### config.mk
export PLATFORM = sky130hd
export DESIGN_NAME = sec_counter
export DESIGN_NICKNAME = d
export VERILOG_FILES = /design/src/rtl/sec_pkg.sv /design/src/rtl/bcd_slice.sv /design/src/rtl/seg7_decode.sv /design/src/rtl/sec_counter.sv
export SDC_FILE = /design/constraint.sdc
export NUM_CORES = 1
export LEC_CHECK = 0
export BUFFER_PORTS_ARGS = -buffer_cell sky130_fd_sc_hd__clkbuf_2
export CAP_MARGIN = 20
export CORE_MARGIN = 2
export CORE_UTILIZATION = 35
export DETAILED_ROUTE_END_ITERATION = 8
export PLACE_DENSITY_LB_ADDON = 0.15
export SYNTH_ARGS = -nofsm -noshare
export SYNTH_HDL_FRONTEND = slang
export SYNTH_SLANG_ARGS = --single-unit
export TNS_END_PERCENT = 100
### constraint.sdc
create_clock -name clk -period 3.8 [get_ports clk]
set_input_delay 0.19 -clock clk [delete_from_list [all_inputs] [get_ports clk]]
set_output_delay 0.19 -clock clk [all_outputs]
set_load 0.005 [all_outputs]
### src/rtl/sec_pkg.sv
package sec_pkg;
    localparam int SEG_W = 7;
    typedef logic [SEG_W-1:0] seg_t;
    typedef enum logic [1:0] {
        MD_IDLE,
        MD_STEP,
        MD_WRAP,
        MD_CLEAR
    } slice_mode_t;
endpackage

### src/rtl/bcd_slice.sv
module bcd_slice
    import sec_pkg::*;
#(
    parameter int W    = 4,
    parameter int LAST = 9
) (
    input  logic         clk,
    input  logic         clr,
    input  logic         ena_p,
    input  logic         ena_t,
    output logic [W-1:0] q,
    output logic         rco
);
    localparam logic [W-1:0] LAST_V = W'(LAST);

    slice_mode_t mode;
    logic        at_last;

    assign at_last = (q == LAST_V);
    assign rco     = at_last && ena_t;

    always_comb begin
        if (clr)                  mode = MD_CLEAR;
        else if (ena_p && ena_t)  mode = at_last ? MD_WRAP : MD_STEP;
        else                      mode = MD_IDLE;
    end

    always_ff @(posedge clk) begin
        unique case (mode)
            MD_CLEAR: q <= '0;
            MD_WRAP:  q <= '0;
            MD_STEP:  q <= q + 1'b1;
            MD_IDLE:  q <= q;
        endcase
    end

    assert_clear_R1: assert property (@(posedge clk) clr |=> q == '0);
    assert_idle_R2: assert property (@(posedge clk) disable iff (clr)
        !(ena_p && ena_t) |=> $stable(q));
    assert_step_R3: assert property (@(posedge clk) disable iff (clr)
        (ena_p && ena_t && q != LAST_V) |=> q == W'($past(q) + 1'b1));
    assert_wrap_R5: assert property (@(posedge clk) disable iff (clr)
        (ena_p && ena_t && q == LAST_V) |=> q == '0);
    assert_range_R9: assert property (@(posedge clk) disable iff (clr)
        q <= LAST_V);
endmodule

### src/rtl/seg7_decode.sv
module seg7_decode
    import sec_pkg::*;
#(
    parameter int W = 4
) (
    input  logic [W-1:0] digit,
    output seg_t         seg_n
);
    seg_t on;

    always_comb begin
        case (int'(digit))
            0:       on = 7'b1111110;
            1:       on = 7'b0110000;
            2:       on = 7'b1101101;
            3:       on = 7'b1111001;
            4:       on = 7'b0110011;
            5:       on = 7'b1011011;
            6:       on = 7'b1011111;
            7:       on = 7'b1110000;
            8:       on = 7'b1111111;
            9:       on = 7'b1111011;
            default: on = 7'b0000000;
        endcase
        seg_n = ~on;
    end
endmodule

### src/rtl/sec_counter.sv
module sec_counter
    import sec_pkg::*;
#(
    parameter int W          = 4,
    parameter int UNITS_LAST = 9,
    parameter int TENS_LAST  = 5
) (
    input  logic         clk,
    input  logic         tick,
    input  logic         hold_clr,
    output logic [W-1:0] units,
    output logic [W-1:0] tens,
    output logic         min_wrap,
    output logic [6:0]   seg_units_n,
    output logic [6:0]   seg_tens_n
);
    logic units_rco;
    logic tens_rco;

    bcd_slice #(.W(W), .LAST(UNITS_LAST)) u_units (
        .clk(clk), .clr(hold_clr), .ena_p(1'b1), .ena_t(tick),
        .q(units), .rco(units_rco)
    );

    bcd_slice #(.W(W), .LAST(TENS_LAST)) u_tens (
        .clk(clk), .clr(hold_clr), .ena_p(tick), .ena_t(units_rco),
        .q(tens), .rco(tens_rco)
    );

    always_ff @(posedge clk) begin
        if (hold_clr) min_wrap <= 1'b0;
        else          min_wrap <= tens_rco;
    end

    seg7_decode #(.W(W)) u_seg_units (.digit(units), .seg_n(seg_units_n));
    seg7_decode #(.W(W)) u_seg_tens  (.digit(tens),  .seg_n(seg_tens_n));

    assert_carry_R4: assert property (@(posedge clk) disable iff (hold_clr)
        (tick && units == W'(UNITS_LAST) && tens != W'(TENS_LAST))
        |=> units == '0 && tens == W'($past(tens) + 1'b1));
    assert_nocarry_R4: assert property (@(posedge clk) disable iff (hold_clr)
        (units != W'(UNITS_LAST)) |=> $stable(tens));
    assert_wrap_pulse_R6: assert property (@(posedge clk) disable iff (hold_clr)
        min_wrap |-> (units == '0 && tens == '0));
    assert_priority_R7: assert property (@(posedge clk)
        hold_clr |=> (!min_wrap && units == '0 && tens == '0));
endmodule

---- Yosys cells after proc, flatten, opt, wreduce, memory -nomap -nowiden ----
Memory sizes are Yosys's and may differ from the RTL's. A register that Yosys moved wholly into a read port is not among the register bits.
Cells that the tools add are included.
word-level totals
  bits in registers ....................... 9
  ROM bits ................................ 224
  bits of input ports ..................... 3
  word-level logic and storage cells ...... 34
  memories kept ........................... 2
cells by class
  $add $sub $neg .......................... 2
  equal/unequal tests ..................... 8
  multiplexer cells ....................... 10
  bitwise gates (word level) .............. 2
  reductions and logical operators ........ 7
memory list
  memory            depth  bits a word  rd ports  clocked after memory_dff  wr ports  line               RTL
  (name not given)  16     7            1         1                         0         seg7_decode.sv:12  case (int'(digit))
  (name not given)  16     7            1         1                         0         seg7_decode.sv:12
operators with widths
  operator                                                          number
  4-bit case mux with 2 select lines                                2
  7-bit inverter                                                    2
  2-bit 2-to-1 mux                                                  6
  4-bit by 1-bit adder with 4-bit output (second input constant)    2
  2-bit == test (second input constant)                             4
  4-bit 2-to-1 mux                                                  2
  2-bit by 1-bit == test with 1-bit output (second input constant)  2
  4-bit by 3-bit == test with 1-bit output (second input constant)  1
  4-bit == test (second input constant)                             1
  2-bit zero test                                                   2
  2-bit OR reduction                                                2
  1-bit logical AND                                                 3

---- Longest topological paths before layout ----
Gate-level depths: netlist (run 1).
  word-level depth ........................ 9
  mapped depth ............................ 11

---- Hierarchy ----
Synthesis (run 1) repeated with hierarchy kept, for this count alone.
second synthesis, totals
  cells, all modules ...................... 99
  area total of the unflattened synthesis .. 870.8 um^2
by module, submodules not included
  module       times used  cells each  area an instance (um^2)  seq. area each (um^2)
  bcd_slice    2           20          226.5                    120.1
  seg7_decode  2           28          190.2                    0.0
  sec_counter  1           3           37.5                     20.0

---- Worst setup path before layout (run 1) ----
Ideal clock, no wire load.
  kind .................................... register -> register
  start ................................... register u_units.q[1]
  end ..................................... register, netlist name u_seg_tens.on[3]
  setup time .............................. 0.075 ns
  arrival time ............................ 2.234 ns
  path slack .............................. 1.491 ns
  cell stages (with the launch flop) ...... 10
  path buffers ............................ 0
  clock period less this slack ............ 2.309 ns
  path through ............................ edfxtp_1 -> inv_1 -> ha_1 -> nand4b_4 -> and2_2 -> o21ai_0 -> inv_1 -> ha_1 -> mux2_4 -> o22ai_1
between the ends
  cells in the longest elaborated chain, start to end .. 9
ends and longest elaborated chain
  what                                 line             RTL
  from (decl)                          bcd_slice.sv:11  output logic [W-1:0] q,
  from (signal assigned)               bcd_slice.sv:32  MD_STEP: q <= q + 1'b1;
  from (signal assigned)               bcd_slice.sv:33  MD_IDLE: q <= q;
  4-bit == test *                      bcd_slice.sv:19  assign at_last = (q == LAST_V);
  1-bit logical AND *                  bcd_slice.sv:20  assign rco = at_last && ena_t;
  1-bit logical AND *                  bcd_slice.sv:24  else if (ena_p && ena_t) mode = at_last ? MD_WRAP : MD_STEP;
  2-bit 2-to-1 mux *                   bcd_slice.sv:24
  2-bit 2-to-1 mux *                   bcd_slice.sv:23  if (clr) mode = MD_CLEAR;
  2-bit == test                        bcd_slice.sv:29  unique case (mode)
  2-bit OR reduction (no source line)  -
  4-bit case mux with 2 select lines   bcd_slice.sv:29
  4-bit 2-to-1 mux (no source line) *  -
Mark *: on every way between the ends. The rest lies on a longest branch, timed or not.
A chain may end at the register's enable or synchronous reset.

---- Worst setup path in the final report (run 1) ----
  start ................................... register u_units.q[1]
  end ..................................... register, netlist name u_seg_tens.on[6]
between the ends
  cells in the longest elaborated chain, start to end .. 9
ends and longest elaborated chain
  what                                 line
  4-bit == test *                      bcd_slice.sv:19
  1-bit logical AND *                  bcd_slice.sv:20
  1-bit logical AND *                  bcd_slice.sv:24
  2-bit 2-to-1 mux *                   bcd_slice.sv:24
  2-bit 2-to-1 mux *                   bcd_slice.sv:23
  2-bit == test                        bcd_slice.sv:29
  2-bit OR reduction (no source line)  -
  4-bit case mux with 2 select lines   bcd_slice.sv:29
  4-bit 2-to-1 mux (no source line) *  -
Marked as above.

==> out/qor.txt, run 1 <==
Met3 GRT Util - 2.196%
First drt pass iteration count - 4
WL final - 2.436 mm
Ports - 26
Clock skew - 0.002379 ns
Inst Count DP - 213
Starting DRT DRC Count - 34
Fin. Hold Viols - 0
Fillers - 384
Post-synth top area cell - dfxtp_1
Vias - 1007
Port buffer count - 25
Synth Register Bits - 23
Number of hold buffers added after cts - 0
DP Worst Slack - 1.224 ns
Register Area - 540.5 um^2
Unique masters post-synth - 35
Initial core utilization - 37.14%
First-pass GRT wire length - 4.298 mm
HP Start - hold_clr
Cell depth of the worst hold path - 2
GR Util All Layers - 12.73%
Core Rows - 22
Most common cell after layout, fill and taps aside - clkbuf_2
CP required - 3.99 ns
Die footprint - 4462 um^2
CTS max path bufs - 2
Post-Syn Instances - 140
Slew Limit Headroom - 56.48%
PnR worst setup slack - 1.240 ns
R2R Setup Slk - 1.24 ns
Worst R2R End - u_seg_tens.on[6]
Dpl hpwl - 1.903 mm
Area Overhead vs Synth - 16.68%
Reg2Reg Launch Point - u_units.q[1]
Routability cong. - 0.7739
Layout Nets - 189
Core area - 3716 um^2
R2R cell count - 9
N_diodes - 0
CP endpoint kind - flip-flop
Routed len/inst - 11.23 um
Antenna violations before repair - 0
Main area contributors after synthesis - dfxtp_1 22%, edfxtp_1 17%, ha_1 15%
Post-Syn Area - 1380 um^2
Register area share after synthesis - 39.17%
Unrepaired setup endpoints after global routing - false
Via/cell ratio - 4.641
Critical path type - reg2reg
Post-CTS setup buffer count - 0
Remaining DRCs - 0
Hold Crit Class - in2reg
# H-tree levels - 1
Clk slew on worst S/H paths - 0.08 ns
Number of CTS-inserted buffers - 3
Post-synth top area share - 21.76%
Period minus WS final - 2.560 ns
Number of flops mapped to enable cells by yosys - 8
Worst EP arrival - 2.75 ns
CTS tree - yes
Ys async rst share - 0%
# Max-Cap Violations - 0
Remaining antenna violation count - 0
Total gr overflow - 0
PwrDens - 341.3 nW/um^2
Commonest non-fill, non-tap cells in the layout - 25 x clkbuf_2, 24 x inv_1, 16 x ha_1, 15 x dfxtp_1, 12 x nor2_1
Die height - 66.80 um
Die width - 66.80 um
Footprint of the multi-input gates - 745.7 um^2
Post-CTS resize count - 0
Met1 usage - 15.66%
Setup-failing EPs final - 0
Max VDD drop - 0.0001314 V
Hold worst-path end - min_wrap
Largest net degree at the start of global routing - 13
Final cell count without fillers - 217
Layout cells sized above 1 - 23.67%
Maximum clock frequency - 0.3906 GHz
Sink Count - 23
GR Layer Usage met2 - 21.13%
Setup TNS - 0 ns
Run status - finished clean
Final worst-path cycle share - 67.37%
Syn nets - 159
Clock latency on the worst-skew pair - 0.26 ns
Startpoint Class - flip-flop
CTS root buf - clkbuf_8
Leakage - 0.8115 nW
Max FO, Critical Path - 10
Syn avg cell area - 9.858 um^2
GR peak layer - met2
Worst-Margin Slew - 0.6460 ns
Max Slew Vio Count - 0
Vias in the first global route - 963
Synth warn - 0
Ys flop type - dfxtp_1
## cells in the mapped netlist, drive strengths merged, types with 2 or more instances
cell    number
nand2       11
nor2        12
o21ai       10
xor2         2
ha          16
o221ai       2
mux2i        3
a21oi        2
inv         25
o21a         3
nand3        5
o22ai        6
edfxtp       8
xnor2        4
nand3b       2
dfxtp       15
## registers in the layout (all words and copies together) (netlist names)
register,flops
u_seg_tens.on,7
u_units.q,4
min_wrap,1
u_tens.q,4
u_seg_units.on,7
## worst max path at each step
stage                      start                to  slack, ns  depth (start not counted)
floorplan           u_units.q[1]  u_seg_tens.on[3]       1.49                          9
global placement    u_units.q[1]  u_seg_tens.on[3]       1.37                          9
detailed placement  u_units.q[1]  u_seg_tens.on[6]       1.22                          9
CTS                 u_units.q[1]  u_seg_tens.on[6]       1.21                          9
global route        u_units.q[1]  u_seg_tens.on[6]       0.93                          9
finish              u_units.q[1]  u_seg_tens.on[6]       1.24                          9
## cell families (layout without fill, tap and decap cells)
family	Yosys count	count (layout)	synth area share, %
buf+inv	25	54	6.800
compound gates	29	29	16.50
mux	4	4	3.264
flops	23	23	39.17
xor+xnor	6	6	3.808
fa+ha+maj	16	16	14.51
simple gates	37	37	15.96
## worst max-delay path: stages (launching register included)
cell      delay [ns]
edfxtp_1        0.46
inv_1           0.09
ha_1            0.20
nand4b_4        0.21
and2_2          0.25
o21ai_0         0.52
inv_1           0.14
ha_1            0.21
mux2_4          0.26
o22ai_1         0.16
## through the flow
stage	hold WS, ns	cell area (um^2)	power [mW]	util (%)
after floorplan	0.2693	1380	0.3653	-
after global placement	0.5273	1565	0.4038	42.12
after detailed placement	0.5302	1565	0.4048	42.12
after CTS	0.2457	1610	0.5590	43.33
after global routing	0.2742	1610	0.5881	43.33
final	0.2507	1610	0.5496	43.33
## cell type report
cell class / instances / area share [%]
multi-input combinational: 92 / 46.31
sequential: 23 / 33.57
timing repair buffer: 25 / 7.770
inverter: 25 / 5.828
tap: 48 / 3.730
clock buffer: 4 / 2.797
## per-layer routing
layer	vias up	routed length, um
li1	536	-
met1	456	1158
met2	13	1186
met3	2	68
met4	0	23
met5	-	0
## power breakdown
part           switching (mW)  internal, mW
clock network          0.0778        0.0748
logic                  0.0578        0.0490
registers              0.0128         0.277
Power figures use the tool's default switching activity.
==> run 2: changes to the inputs <==
clock period = 2.24 ns   (was 3.8 ns; I/O delays follow)
==> out/qor.txt, run 2 (synthesis results as in run 1) <==
Die height - 66.80 um
Via/cell ratio - 4.781
Max VDD drop - 0.0002762 V
CP required - 2.44 ns
Routability cong. - 0.8065
Post-CTS resize count - 0
Run status - finished clean
Reg2Reg Launch Point - u_units.q[1]
Layout cells sized above 1 - 28.33%
Crit path buffers/inverters - 2
Total gr overflow - 0
Area Overhead vs Synth - 22.67%
WL final - 2.568 mm
Antenna violations before repair - 0
First drt pass iteration count - 4
Max FO, Critical Path - 10
CP max stage cell - edfxtp_1
Unrepaired setup endpoints after global routing - false
Max Slew Vio Count - 0
Critical path's top delay family - compound AO/OA/AOI/OAI gates
# Max-Cap Violations - 0
Core Rows - 22
N_diodes - 0
# H-tree levels - 1
Vias in the first global route - 1033
Largest net degree at the start of global routing - 13
Maximum clock frequency - 0.4904 GHz
Slew Limit Headroom - 70.89%
Setup TNS - 0 ns
Startpoint Class - flip-flop
Worst EP arrival - 2.24 ns
Routed len/inst - 11.26 um
Ports - 26
Initial core utilization - 37.14%
First-pass GRT wire length - 4.395 mm
Register Area - 540.5 um^2
Dpl hpwl - 2.026 mm
WP depth - 8
PwrDens - 565.2 nW/um^2
Worst setup path end - u_seg_tens.on[3]
Die footprint - 4462 um^2
Fillers - 385
Most common cell after layout, fill and taps aside - clkbuf_2
Placed Area - 1633 um^2
Remaining antenna violation count - 0
Worst-Margin Slew - 0.4350 ns
R2R Setup Slk - 0.20 ns
Fin. Hold Viols - 0
Die width - 66.80 um
Leakage - 0.8638 nW
CTS root buf - clkbuf_8
CP Cell Sequence - inv_1 -> ha_1 -> nand4b_4 -> buf_4 -> o21a_1 -> o21ai_4 -> mux2_4 -> o22ai_1
Remaining DRCs - 0
CTS max path bufs - 2
Footprint of the multi-input gates - 745.7 um^2
Port buffer count - 25
Starting DRT DRC Count - 38
Critical Path Max Stage Delay - 0.39 ns
GR Util All Layers - 13.02%
Core area - 3716 um^2
Number of CTS-inserted buffers - 3
CP Launch Point - u_units.q[1]
Period minus WS final - 2.039 ns
R2R cell count - 8
Worst R2R End - u_seg_tens.on[3]
Sink Count - 23
Final worst-path cycle share - 91.04%
Clock latency on the worst-skew pair - 0.27 ns
Commonest non-fill, non-tap cells in the layout - 25 x clkbuf_2, 24 x inv_1, 16 x ha_1, 15 x dfxtp_1, 12 x nor2_1
CP endpoint kind - flip-flop
Final cell count without fillers - 228
Hold Crit Class - in2reg
Vias - 1090
Clk slew on worst S/H paths - 0.08 ns
Inst Count DP - 222
Post-route cell area - 1693 um^2
Layout Nets - 200
Critical path type - reg2reg
Final Power - 956.7 uW
Setup-failing EPs final - 0
Clock skew - 0.001165 ns
CTS tree - yes
run 2: cell types whose count changed in the layout (fill, tap and decap cells not counted), sizes merged:
cell  before  now
buf        0   11
run 2: stage by stage:
stage | hold slack (ns) | utilization [%] | setup slack [ns]
after floorplan | 0.1913 | - | 0.08042
after global placement | 0.4694 | 43.94 | 0.2391
after detailed placement | 0.4689 | 43.94 | 0.1566
after CTS | 0.1784 | 45.15 | 0.1469
after global routing | 0.1709 | 45.56 | 0.05505
final | 0.1564 | 45.56 | 0.2008
run 2: routing by layer:
metal  global-route usage (%)  vias to the layer above  wire length, um
met5                        0                        -                0
li1                         -                      554                -
met3                    4.392                        6              116
met4                    4.847                        0               33
met2                    22.75                       20             1275
met1                    14.55                      510             1142
run 2: worst min path at each step:
stage               startpoint       end  slack [ns]  depth (start not counted)
floorplan             hold_clr  min_wrap        0.19                          1
global placement      hold_clr  min_wrap        0.47                          2
detailed placement    hold_clr  min_wrap        0.47                          2
CTS                   hold_clr  min_wrap        0.18                          2
global route          hold_clr  min_wrap        0.17                          2
finish                hold_clr  min_wrap        0.16                          2
run 2: power breakdown:
part           leakage (nW)  total (mW)  internal, mW  switching [mW]
clock network        0.0228       0.267         0.127           0.139
registers             0.211       0.486         0.470          0.0152
logic                 0.630       0.205        0.0964           0.108
run 2: what timing repair did:
| item | CTS | global route |
|---|---|---|
| hold buffers | 0 | 0 |
| buffers inserted | 0 | 2 |
| endpoints found under the setup margin | 0 | 1 |
run 2: area by class of cell:
cell class / count / share of cell area [%]
Clock buffer: 4 / 2.661
Sequential cell: 23 / 31.93
Tap cell: 48 / 3.548
Timing Repair Buffer: 36 / 12.27
Inverter: 25 / 5.543
Multi-Input combinational cell: 92 / 44.05
